$ cat src/rtl/dls_pkg.sv
package dls_pkg;

  localparam int BYTE_W = 8;

  localparam logic [1:0] LP11 = 2'b11;
  localparam logic [1:0] LP01 = 2'b01;
  localparam logic [1:0] LP10 = 2'b10;
  localparam logic [1:0] LP00 = 2'b00;

  localparam logic [BYTE_W-1:0] SYNC_BYTE = 8'hB8;
  localparam logic [BYTE_W-1:0] PRE_BYTE  = 8'hAA;
  localparam int PRE_BYTES_PER_STEP_LOG2  = 2;

  typedef enum logic [3:0] {
    ST_RST,
    ST_INIT,
    ST_STOP,
    ST_REQ,
    ST_PREP,
    ST_ZERO,
    ST_PRE,
    ST_SYNC,
    ST_DATA,
    ST_TRAIL,
    ST_EXIT,
    ST_ESC,
    ST_ULPS,
    ST_WAKE,
    ST_GAP
  } lane_st_t;

endpackage

$ cat src/rtl/dls_timer.sv
module dls_timer #(
  parameter int CNT_W = 9
) (
  input  logic             clk,
  input  logic             rst_n,
  input  logic             load,
  input  logic [CNT_W-1:0] load_val,
  output logic             done
);

  logic [CNT_W-1:0] cnt_q;
  logic [CNT_W-1:0] cnt_d;
  logic             cnt_en;

  always_comb begin
    cnt_en = load || (cnt_q != '0);
    cnt_d  = load ? load_val : (cnt_q - 1'b1);
  end

  always_ff @(posedge clk or negedge rst_n) begin
    if (!rst_n) begin
      cnt_q <= '0;
    end else if (cnt_en) begin
      cnt_q <= cnt_d;
    end
  end

  assign done = (cnt_q == '0);

  // an expired phase counter stays expired until the next load
  p_timer_floor_r4: assert property (@(posedge clk) disable iff (!rst_n)
    (done && !load) |=> done);

endmodule

$ cat src/rtl/dls_ctrl.sv
module dls_ctrl
  import dls_pkg::*;
#(
  parameter int TW      = 8,
  parameter int PW      = 6,
  parameter int PLW     = 4,
  parameter int LPX_CYC = 2,
  parameter int CNT_W   = 9
) (
  input  logic              clk,
  input  logic              rst_n,
  input  logic [PW-1:0]     cfg_prepare,
  input  logic [TW-1:0]     cfg_zero,
  input  logic [TW-1:0]     cfg_trail,
  input  logic [TW-1:0]     cfg_hs_exit,
  input  logic [TW-1:0]     cfg_lp_exit,
  input  logic [TW-1:0]     cfg_wake,
  input  logic [TW-1:0]     cfg_init,
  input  logic              cfg_pre_en,
  input  logic [PLW-1:0]    cfg_pre_len,
  input  logic              tx_req,
  input  logic              clk_ready,
  input  logic              ulps_req,
  input  logic              ulps_exit,
  input  logic              s_valid,
  input  logic [BYTE_W-1:0] s_data,
  input  logic              s_last,
  input  logic              tmr_done,
  output logic              s_ready,
  output logic              tmr_load,
  output logic [CNT_W-1:0]  tmr_val,
  output lane_st_t          state_q,
  output logic [BYTE_W-1:0] byte_q,
  output logic [BYTE_W-1:0] fill_q
);

  localparam logic [CNT_W-1:0] LPX_LEN = (LPX_CYC < 1) ? CNT_W'(1) : CNT_W'(LPX_CYC);

  lane_st_t          state_d;
  logic              last_q;
  logic              capture;
  logic              fill_en;
  logic              end_bit;
  logic [CNT_W-1:0]  len_d;

  function automatic logic [CNT_W-1:0] at_least_one(input logic [CNT_W-1:0] v);
    return (v == '0) ? CNT_W'(1) : v;
  endfunction

  // payload handshake
  always_comb begin
    s_ready = (state_q == ST_SYNC) || ((state_q == ST_DATA) && !last_q);
    capture = s_ready && s_valid;
  end

  // next-state logic
  always_comb begin
    state_d = state_q;
    unique case (state_q)
      ST_RST:   state_d = ST_INIT;
      ST_INIT:  if (tmr_done) state_d = ST_STOP;
      ST_STOP: begin
        if (tx_req && clk_ready)  state_d = ST_REQ;
        else if (ulps_req && !tx_req) state_d = ST_ESC;
      end
      ST_REQ:   if (tmr_done) state_d = ST_PREP;
      ST_PREP:  if (tmr_done) state_d = ST_ZERO;
      ST_ZERO:  if (tmr_done) state_d = cfg_pre_en ? ST_PRE : ST_SYNC;
      ST_PRE:   if (tmr_done) state_d = ST_SYNC;
      ST_SYNC:  state_d = s_valid ? ST_DATA : ST_TRAIL;
      ST_DATA:  if (last_q || !s_valid) state_d = ST_TRAIL;
      ST_TRAIL: if (tmr_done) state_d = ST_EXIT;
      ST_EXIT:  if (tmr_done) state_d = ST_STOP;
      ST_ESC:   if (tmr_done) state_d = ST_ULPS;
      ST_ULPS:  if (ulps_exit) state_d = ST_WAKE;
      ST_WAKE:  if (tmr_done) state_d = ST_GAP;
      ST_GAP:   if (tmr_done) state_d = ST_STOP;
      default:  state_d = ST_RST;
    endcase
  end

  // phase length for the state being entered
  always_comb begin
    unique case (state_d)
      ST_INIT:        len_d = at_least_one(CNT_W'(cfg_init));
      ST_REQ, ST_ESC: len_d = LPX_LEN;
      ST_PREP:        len_d = CNT_W'(cfg_prepare) + CNT_W'(2);
      ST_ZERO:        len_d = CNT_W'(cfg_zero) + CNT_W'(4);
      ST_PRE:         len_d = (CNT_W'(cfg_pre_len) + CNT_W'(1)) << PRE_BYTES_PER_STEP_LOG2;
      ST_TRAIL:       len_d = at_least_one(CNT_W'(cfg_trail));
      ST_EXIT:        len_d = at_least_one(CNT_W'(cfg_hs_exit));
      ST_WAKE:        len_d = at_least_one(CNT_W'(cfg_wake));
      ST_GAP:         len_d = at_least_one(CNT_W'(cfg_lp_exit));
      default:        len_d = CNT_W'(1);
    endcase
    tmr_load = (state_d != state_q);
    tmr_val  = len_d - CNT_W'(1);
  end

  // trail level comes from the last bit on the wire (MSB, sent last)
  always_comb begin
    end_bit = (state_q == ST_SYNC) ? SYNC_BYTE[BYTE_W-1] : byte_q[BYTE_W-1];
    fill_en = (state_d == ST_TRAIL) && (state_q != ST_TRAIL);
  end

  always_ff @(posedge clk or negedge rst_n) begin
    if (!rst_n) begin
      state_q <= ST_RST;
    end else begin
      state_q <= state_d;
    end
  end

  always_ff @(posedge clk or negedge rst_n) begin
    if (!rst_n) begin
      byte_q <= '0;
      last_q <= 1'b0;
    end else if (capture) begin
      byte_q <= s_data;
      last_q <= s_last;
    end
  end

  always_ff @(posedge clk or negedge rst_n) begin
    if (!rst_n) begin
      fill_q <= '0;
    end else if (fill_en) begin
      fill_q <= {BYTE_W{~end_bit}};
    end
  end

  // a timed phase is never left before its counter expires
  p_phase_hold_r3: assert property (@(posedge clk) disable iff (!rst_n)
    ((state_q inside {ST_INIT, ST_REQ, ST_PREP, ST_ZERO, ST_PRE, ST_TRAIL,
                      ST_EXIT, ST_ESC, ST_WAKE, ST_GAP}) && !tmr_done)
    |=> (state_q == $past(state_q)));

  // trail entered from payload inverts the final payload bit
  p_fill_inverse_r8: assert property (@(posedge clk) disable iff (!rst_n)
    ((state_q == ST_TRAIL) && ($past(state_q) == ST_DATA))
    |-> (fill_q == {BYTE_W{~$past(byte_q[BYTE_W-1])}}));

  // the parked state is held until the exit pulse
  p_ulps_hold_r11: assert property (@(posedge clk) disable iff (!rst_n)
    ((state_q == ST_ULPS) && !ulps_exit) |=> (state_q == ST_ULPS));

endmodule

$ cat src/rtl/dls_linemux.sv
module dls_linemux
  import dls_pkg::*;
(
  input  lane_st_t          state,
  input  logic [BYTE_W-1:0] byte_q,
  input  logic [BYTE_W-1:0] fill_q,
  output logic [1:0]        lp_state,
  output logic              hs_en,
  output logic [BYTE_W-1:0] hs_byte,
  output logic              lane_idle
);

  always_comb begin
    lp_state  = LP00;
    hs_en     = 1'b0;
    hs_byte   = '0;
    lane_idle = (state == ST_STOP);
    unique case (state)
      ST_RST, ST_INIT, ST_STOP, ST_EXIT, ST_GAP: lp_state = LP11;
      ST_REQ:           lp_state = LP01;
      ST_ESC, ST_WAKE:  lp_state = LP10;
      ST_PREP, ST_ULPS: lp_state = LP00;
      ST_ZERO:  begin hs_en = 1'b1; hs_byte = '0;        end
      ST_PRE:   begin hs_en = 1'b1; hs_byte = PRE_BYTE;  end
      ST_SYNC:  begin hs_en = 1'b1; hs_byte = SYNC_BYTE; end
      ST_DATA:  begin hs_en = 1'b1; hs_byte = byte_q;    end
      ST_TRAIL: begin hs_en = 1'b1; hs_byte = fill_q;    end
      default:  lp_state = LP11;
    endcase
  end

endmodule

$ cat src/rtl/dphy_lane_seq.sv
module dphy_lane_seq
  import dls_pkg::*;
#(
  parameter int TW      = 8,
  parameter int PW      = 6,
  parameter int PLW     = 4,
  parameter int LPX_CYC = 2
) (
  input  logic              clk,
  input  logic              rst_n,
  input  logic [PW-1:0]     cfg_prepare,
  input  logic [TW-1:0]     cfg_zero,
  input  logic [TW-1:0]     cfg_trail,
  input  logic [TW-1:0]     cfg_hs_exit,
  input  logic [TW-1:0]     cfg_lp_exit,
  input  logic [TW-1:0]     cfg_wake,
  input  logic [TW-1:0]     cfg_init,
  input  logic              cfg_pre_en,
  input  logic [PLW-1:0]    cfg_pre_len,
  input  logic              tx_req,
  input  logic              clk_ready,
  input  logic              ulps_req,
  input  logic              ulps_exit,
  input  logic              s_valid,
  input  logic [BYTE_W-1:0] s_data,
  input  logic              s_last,
  output logic              s_ready,
  output logic [1:0]        lp_state,
  output logic              hs_en,
  output logic [BYTE_W-1:0] hs_byte,
  output logic              lane_idle
);

  localparam int TW_CNT  = ((TW > PW) ? TW : PW) + 1;
  localparam int PL_CNT  = PLW + PRE_BYTES_PER_STEP_LOG2 + 1;
  localparam int CNT_W   = (TW_CNT > PL_CNT) ? TW_CNT : PL_CNT;

  lane_st_t          state_q;
  logic [BYTE_W-1:0] byte_q;
  logic [BYTE_W-1:0] fill_q;
  logic              tmr_load;
  logic              tmr_done;
  logic [CNT_W-1:0]  tmr_val;

  dls_ctrl #(
    .TW(TW), .PW(PW), .PLW(PLW), .LPX_CYC(LPX_CYC), .CNT_W(CNT_W)
  ) ctrl_i (
    .clk(clk), .rst_n(rst_n),
    .cfg_prepare(cfg_prepare), .cfg_zero(cfg_zero), .cfg_trail(cfg_trail),
    .cfg_hs_exit(cfg_hs_exit), .cfg_lp_exit(cfg_lp_exit), .cfg_wake(cfg_wake),
    .cfg_init(cfg_init), .cfg_pre_en(cfg_pre_en), .cfg_pre_len(cfg_pre_len),
    .tx_req(tx_req), .clk_ready(clk_ready), .ulps_req(ulps_req), .ulps_exit(ulps_exit),
    .s_valid(s_valid), .s_data(s_data), .s_last(s_last), .tmr_done(tmr_done),
    .s_ready(s_ready), .tmr_load(tmr_load), .tmr_val(tmr_val),
    .state_q(state_q), .byte_q(byte_q), .fill_q(fill_q)
  );

  dls_timer #(.CNT_W(CNT_W)) timer_i (
    .clk(clk), .rst_n(rst_n), .load(tmr_load), .load_val(tmr_val), .done(tmr_done)
  );

  dls_linemux mux_i (
    .state(state_q), .byte_q(byte_q), .fill_q(fill_q),
    .lp_state(lp_state), .hs_en(hs_en), .hs_byte(hs_byte), .lane_idle(lane_idle)
  );

  // payload is only ever accepted while the lane is in HS mode
  p_ready_in_hs_r6: assert property (@(posedge clk) disable iff (!rst_n)
    s_ready |-> hs_en);

  // leaving idle into LP-01 needs both request and clock lane readiness
  p_req_needs_clk_r2: assert property (@(posedge clk) disable iff (!rst_n)
    ((lp_state == LP01) && $past(lane_idle)) |-> $past(tx_req && clk_ready));

  // a step from parked LP-00 up to Mark-1 only follows an exit pulse
  p_wake_entry_r12: assert property (@(posedge clk) disable iff (!rst_n)
    ((lp_state == LP10) && ($past(lp_state) == LP00) && !$past(hs_en))
    |-> $past(ulps_exit));

endmodule

$ cat config.mk
export PLATFORM = sky130hd
export DESIGN_NAME = dphy_lane_seq
export DESIGN_NICKNAME = d
export VERILOG_FILES = /design/src/rtl/dls_pkg.sv /design/src/rtl/dls_timer.sv /design/src/rtl/dls_ctrl.sv /design/src/rtl/dls_linemux.sv /design/src/rtl/dphy_lane_seq.sv
export SDC_FILE = /design/constraint.sdc
export NUM_CORES = 1
export LEC_CHECK = 0
export ABC_CLOCK_PERIOD_IN_PS = 4900
export BUFFER_PORTS_ARGS = -buffer_cell sky130_fd_sc_hd__buf_2
export CAP_MARGIN = 20
export CORE_ASPECT_RATIO = 1.25
export CORE_MARGIN = 2
export CORE_UTILIZATION = 35
export DETAILED_ROUTE_END_ITERATION = 8
export PLACE_DENSITY = 0.62
export SYNTH_ARGS = -nofsm -noshare
export SYNTH_HDL_FRONTEND = slang
export SYNTH_SLANG_ARGS = --single-unit
$ cat constraint.sdc
create_clock -name clk -period 4.9 [get_ports clk]
set_clock_uncertainty 0.2 [all_clocks]
set_input_delay 0.49 -clock clk [delete_from_list [all_inputs] [get_ports clk]]
set_output_delay 0.49 -clock clk [all_outputs]
set_load 0.03 [all_outputs]
# == After elaboration in Yosys (flattened, before gate mapping) ==
# Index checks and enable logic that the tools add are counted.
# word_totals
inputBits,75
regBits,23
output_inout_bits,13
wordCells,87
# classes
n_eq_ne,26
bitwise_logic,1
muxes,26
n_addsub,5
n_reduce_logical,24
# ops
operator,count
one-hot mux 9 bit (9 select lines),1
one-hot mux 4 bit (13 select lines),1
== test 4 bit (second input constant),12
two-way mux 4 bit,12
zero test 8 bit,5
two-way mux 8 bit,5
one-hot mux 8 bit (4 select lines),1
== test 4 x 3 -> 1 bit (second input constant),7
subtractor 9 x 1 -> 9 bit (second input constant),2
== test 4 x 2 -> 1 bit (second input constant),3
adder 8 x 3 -> 9 bit (second input constant),1
zero test 9 bit,1
two-way mux 9 bit,1
nonzero test 9 bit,1
== test 4 x 1 -> 1 bit (second input constant),2
adder 6 x 2 -> 7 bit (second input constant),1
OR reduction 7 bit,1
one-hot mux 2 bit (3 select lines),1
adder 4 x 1 -> 5 bit (second input constant),1
logical AND 1 bit,5
OR reduction 5 bit,1
zero test 4 bit,1
two-way mux 1 bit,4
inequality test 4 bit,1
6 further kinds,11

# == Depth between registers and ports, before layout ==
# depth
depth_word,10
mapped_depth,16

# == By module ==
# Synthesis repeated with hierarchy kept, for this count alone.
# unflattened
cells_unflattened,346
area_unflattened_um2,2775.2
# by_module_without_submodules
mod,cells_per_inst,area_per_inst_um2,instances,seq_area_each_um2
dls_ctrl,248,1964.4,1,350.3
dls_timer,61,573.0,1,225.2
dls_linemux,37,237.7,1,0.0

# == Worst setup path before layout ==
# OpenSTA, ideal clock, no wires.
# synth_path
path_type,register to register
start,reg timer_i.cnt_q[0]
end,reg timer_i.cnt_q[8]
arrival_time_ps,3448
setup_ps,127
setup_slack_ps,1125
required_time_ps,4573
n_path_buf,2
stages_incl_launch_ff,17
path_cell_list,dfrtp_1 > or4_1 > buf_2 > o31a_4 > nor3_4 > inv_2 > clkbuf_1 > nand2_1 > o21ai_0 > o31a_1 > a21oi_1 > ha_1 > o21ai_0 > nor4_1 > o2bb2ai_1 > nand4_1 > mux2i_1
# synth_between
elab_chain_len,8
elab_cells_between_ends,28
classes_between,2 x add/sub; 11 x eq/ne; 11 x mux; 4 x reduce/logical
# synth_lines
item,line_no,source
"start, declared",dls_timer.sv:11,logic [CNT_W-1:0] cnt_q;
"start signal, assigned",dls_timer.sv:24,cnt_q <= cnt_d;
zero test 9 bit *,dls_timer.sv:28,assign done = (cnt_q == '0);
two-way mux 4 bit (tied with other cells),"dls_ctrl.sv:61, dls_ctrl.sv:73, dls_ctrl.sv:77",
one-hot mux 4 bit (13 select lines) *,dls_ctrl.sv:59,unique case (state_q)
net ctrl_i.state_d[3],dls_ctrl.sv:39,lane_st_t state_d;
== test 4 x 2 -> 1 bit or == test 4 bit (tied branches),dls_ctrl.sv:84,unique case (state_d)
OR reduction 2 bit,dls_ctrl.sv:84,
one-hot mux 9 bit (9 select lines),dls_ctrl.sv:84,
subtractor 9 x 1 -> 9 bit,dls_ctrl.sv:97,tmr_val = len_d - CNT_W'(1);
two-way mux 9 bit,dls_timer.sv:17,cnt_d = load ? load_val : (cnt_q - 1'b1);
# The timed path passes the listed nets; every way through them passes the cells marked *.
# A chain may end at the register's enable or synchronous reset.

# == Worst setup path after layout ==
# layout_path
start,reg ctrl_i.state_q[3]
end,reg timer_i.cnt_q[8]
# layout_between
elab_chain_len,8
elab_cells_between_ends,45
classes_between,1 x add/sub; 25 x eq/ne; 15 x mux; 4 x reduce/logical
# layout_lines
item,line_no,source
"start, declared",dls_ctrl.sv:32,"output lane_st_t state_q,"
"start signal, assigned",dls_ctrl.sv:110,state_q <= state_d;
== test 4 x 1 -> 1 bit (tied with other cells),dls_ctrl.sv:59,
OR reduction 3 bit (no line) or two-way mux 4 bit (tied branches),n/a,
one-hot mux 4 bit (13 select lines),dls_ctrl.sv:59,
== test 4 x 2 -> 1 bit or == test 4 bit (tied branches),dls_ctrl.sv:84,
OR reduction 2 bit,dls_ctrl.sv:84,
one-hot mux 9 bit (9 select lines),dls_ctrl.sv:84,
subtractor 9 x 1 -> 9 bit,dls_ctrl.sv:97,
two-way mux 9 bit,dls_timer.sv:17,
# Parallel ways exist; a longest one is shown, timed or not.

==> qor.txt <==
Status: finished clean
Hold-fix buffers, CTS: 0
CTS Buf Count: 3
Largest family of logic cells by synthesized area: compound AO/OA/AOI/OAI gates
Sequential share of the synthesized area: 21.6%
Die Ht: 101 um
# DRC: 0
Top Ports: 88
Power Total: 1590 uW
Final nets: 500
Final max-slew violation count: 0
Global-route wire length before repair: 14100 um
Die width: 82.0 um
Pwr Density: 488 nW/um2
Max_cap viols: 0
Hpwl dp: 7180 um
Vias in the first global route: 2981
Unique masters post-synth: 70
Commonest cells in the netlist: a21oi_1, dfrtp_1, o21ai_0
Leak Pwr: 0.00135 uW
Required @ worst endpoint: 4840 ps
WL per Instance: 17.4 um
R2r setup slk: 630 ps
Compound-cell area share of the yosys netlist: 34.6%
Setup Buffers After CTS: 0
Syn Nets: 417
F_max: 234 MHz
Mapped Avg Cell Area: 7.87 um2
Number of fillers in the final layout: 769
Area contributors post-synth: dfrtp_1, a21oi_1, mux2_2
Async SR Flop Fraction: 100%
Setup violators final: 0
H-tree depth: 1
Layout cells sized above 1: 30.7%
Sequential Area: 576 um2
R2R cell count: 13
Row cnt: 35
Post-DRT Antenna Nets: 0
Initial Util: 36.2%
Cell with the most instances after synthesis: a21oi_1
Worst rel slew slack: 53.8%
Overall routing resource usage: 21.5%
Post-layout minimum cycle time: 4270 ps
Synth Area in Adders: 1.88%
Final hold vios: 0
Syn. warnings: 0
Area growth syn-to-layout: 22.0%
Synth Area in XOR/XNOR: 3.29%
Syn Inst Count: 338
Worst vdd ir: 0.232 mV
Synth top area share: 21.6%
Core area: 7360 um2
Clk_lat worst skew: 270 ps
Die area: 8320 um2
Clk pin slew, worst setup/hold paths: 100 ps
CP Capture Point: timer_i.cnt_q[8]
Diode count: 0
#FFs+latches synth: 23
Pin count of the biggest net entering global routing: 24
Synth Cell Area: 2660 um2
Via count: 3089
Crit path launch: ctrl_i.state_q[3]
Reg-to-Reg Start: ctrl_i.state_q[3]
Critical path arrival: 4220 ps
Hold Slack: 1.63 ps
Initial antenna violation count: 0
Number of synthesized flops with an enable pin: 0
PortBufs: 87
Grt total ovfl: 0
Detailed Routing Iterations Pass 1: 4
Clock Tree Buf Depth: 2
Setup_tns: 0 ps
Resized cells post-CTS: 0
Multi-input logic area: 1970 um2
RSZ-0062 raised after global routing: false
Post-Synth Simple-Gate Area: 28.7%
Post-synth top area cell: dfrtp_1
Reg2reg end: timer_i.cnt_q[8]
Root Driver: clkbuf_8
Final Cycle Share: 87.2%
TritonCTS clock tree: built
TritonCTS Sinks: 23
CP Capture Type: register
HP Class: in2async
Crit-path max FO: 16
Routed vias/inst: 6.03
Multiplexer share of the synthesized area: 5.78%
Final wirelength: 8890 um
Slew @ Worst Pin: 688 ps
1st-iter DRT viols: 184
Critical path class: reg2reg
Critical path startpoint category: register
Gpl congestion: 1.00
Main synth FF type: dfrtp_1
## sequential cells by signal (all words and copies together) (netlist names)
name and flops:
ctrl_i.state_q 4, ctrl_i.last_q 1, ctrl_i.byte_q 8, ctrl_i.fill_q 1, timer_i.cnt_q 9
## power breakdown
part           leakage [uW]  switching (uW)  internal, uW
sequential         0.000275            92.6           282
clock             0.0000228            64.7          58.1
combinational       0.00105             677           411
## cell type report
class | instances | area share [%]
Timing Repair Buffer | 96 | 15.5
Tap cell | 92 | 3.55
Clock buffer | 4 | 1.39
Inverter | 9 | 1.04
Sequential cell | 23 | 17.7
Multi-Input combinational cell | 288 | 60.8
## logic make-up (layout without fill, tap and decap cells)
kind of cell    count (synthesis)  after routing
xor+xnor                       10             10
mux                            14             14
buf+inv                        27            109
compound gates                124            124
fa+ha+maj                       4              4
flops                          23             23
simple gates                  136            136
## cells in the final DEF (no fill, tap or decap), types with 7 or more instances in the layout
| cell type | instances |
|---|---|
| nor4_1 | 8 |
| a21oi_1 | 28 |
| mux2_2 | 11 |
| nand2_1 | 21 |
| a21boi_0 | 7 |
| nand4_1 | 19 |
| buf_2 | 87 |
| nor3_1 | 12 |
| dfrtp_1 | 23 |
| nand2b_1 | 10 |
| buf_4 | 9 |
| o31ai_1 | 7 |
| o21ai_0 | 22 |
| nand3_1 | 20 |
| nor2_1 | 17 |
## metrics by stage
stage	instances	util, %	instance area [um2]	setup WS, ps
CTS	512	44.1	3250	632
floorplan	338	-	2660	1120
global placement	508	43.5	3200	771
global route	512	44.1	3250	375
finish	512	44.1	3250	626
detailed placement	508	43.5	3200	678
## how the worst min path moves through the flow
stage | start | end
after detailed placement | ctrl_i.byte_q[3] | ctrl_i.byte_q[3]
after CTS | rst_n | ctrl_i.state_q[0]
final | rst_n | ctrl_i.state_q[1]
after global routing | rst_n | ctrl_i.state_q[0]
after global placement | ctrl_i.byte_q[3] | ctrl_i.byte_q[3]
after floorplan | rst_n | ctrl_i.byte_q[0]
## metal layers
layer,part of all wire (%),track usage [%],vias up
met5,0,0,-
met4,4.5,11.0,0
met3,6.1,2.50,26
met2,49,37.8,119
met1,41,25.2,1443
li1,-,-,1501
## critical path: stages, from the launching register on
cell	delay (ps)
dfrtp_1	560
or4b_2	750
o211ai_1	490
nor3_4	150
mux2i_1	200
a221oi_4	380
a41oi_2	230
inv_1	100
ha_1	250
o21ai_0	150
nor4_1	200
o2bb2ai_1	190
nand4_1	150
mux2i_1	140
(Power assumes the default switching activity.)
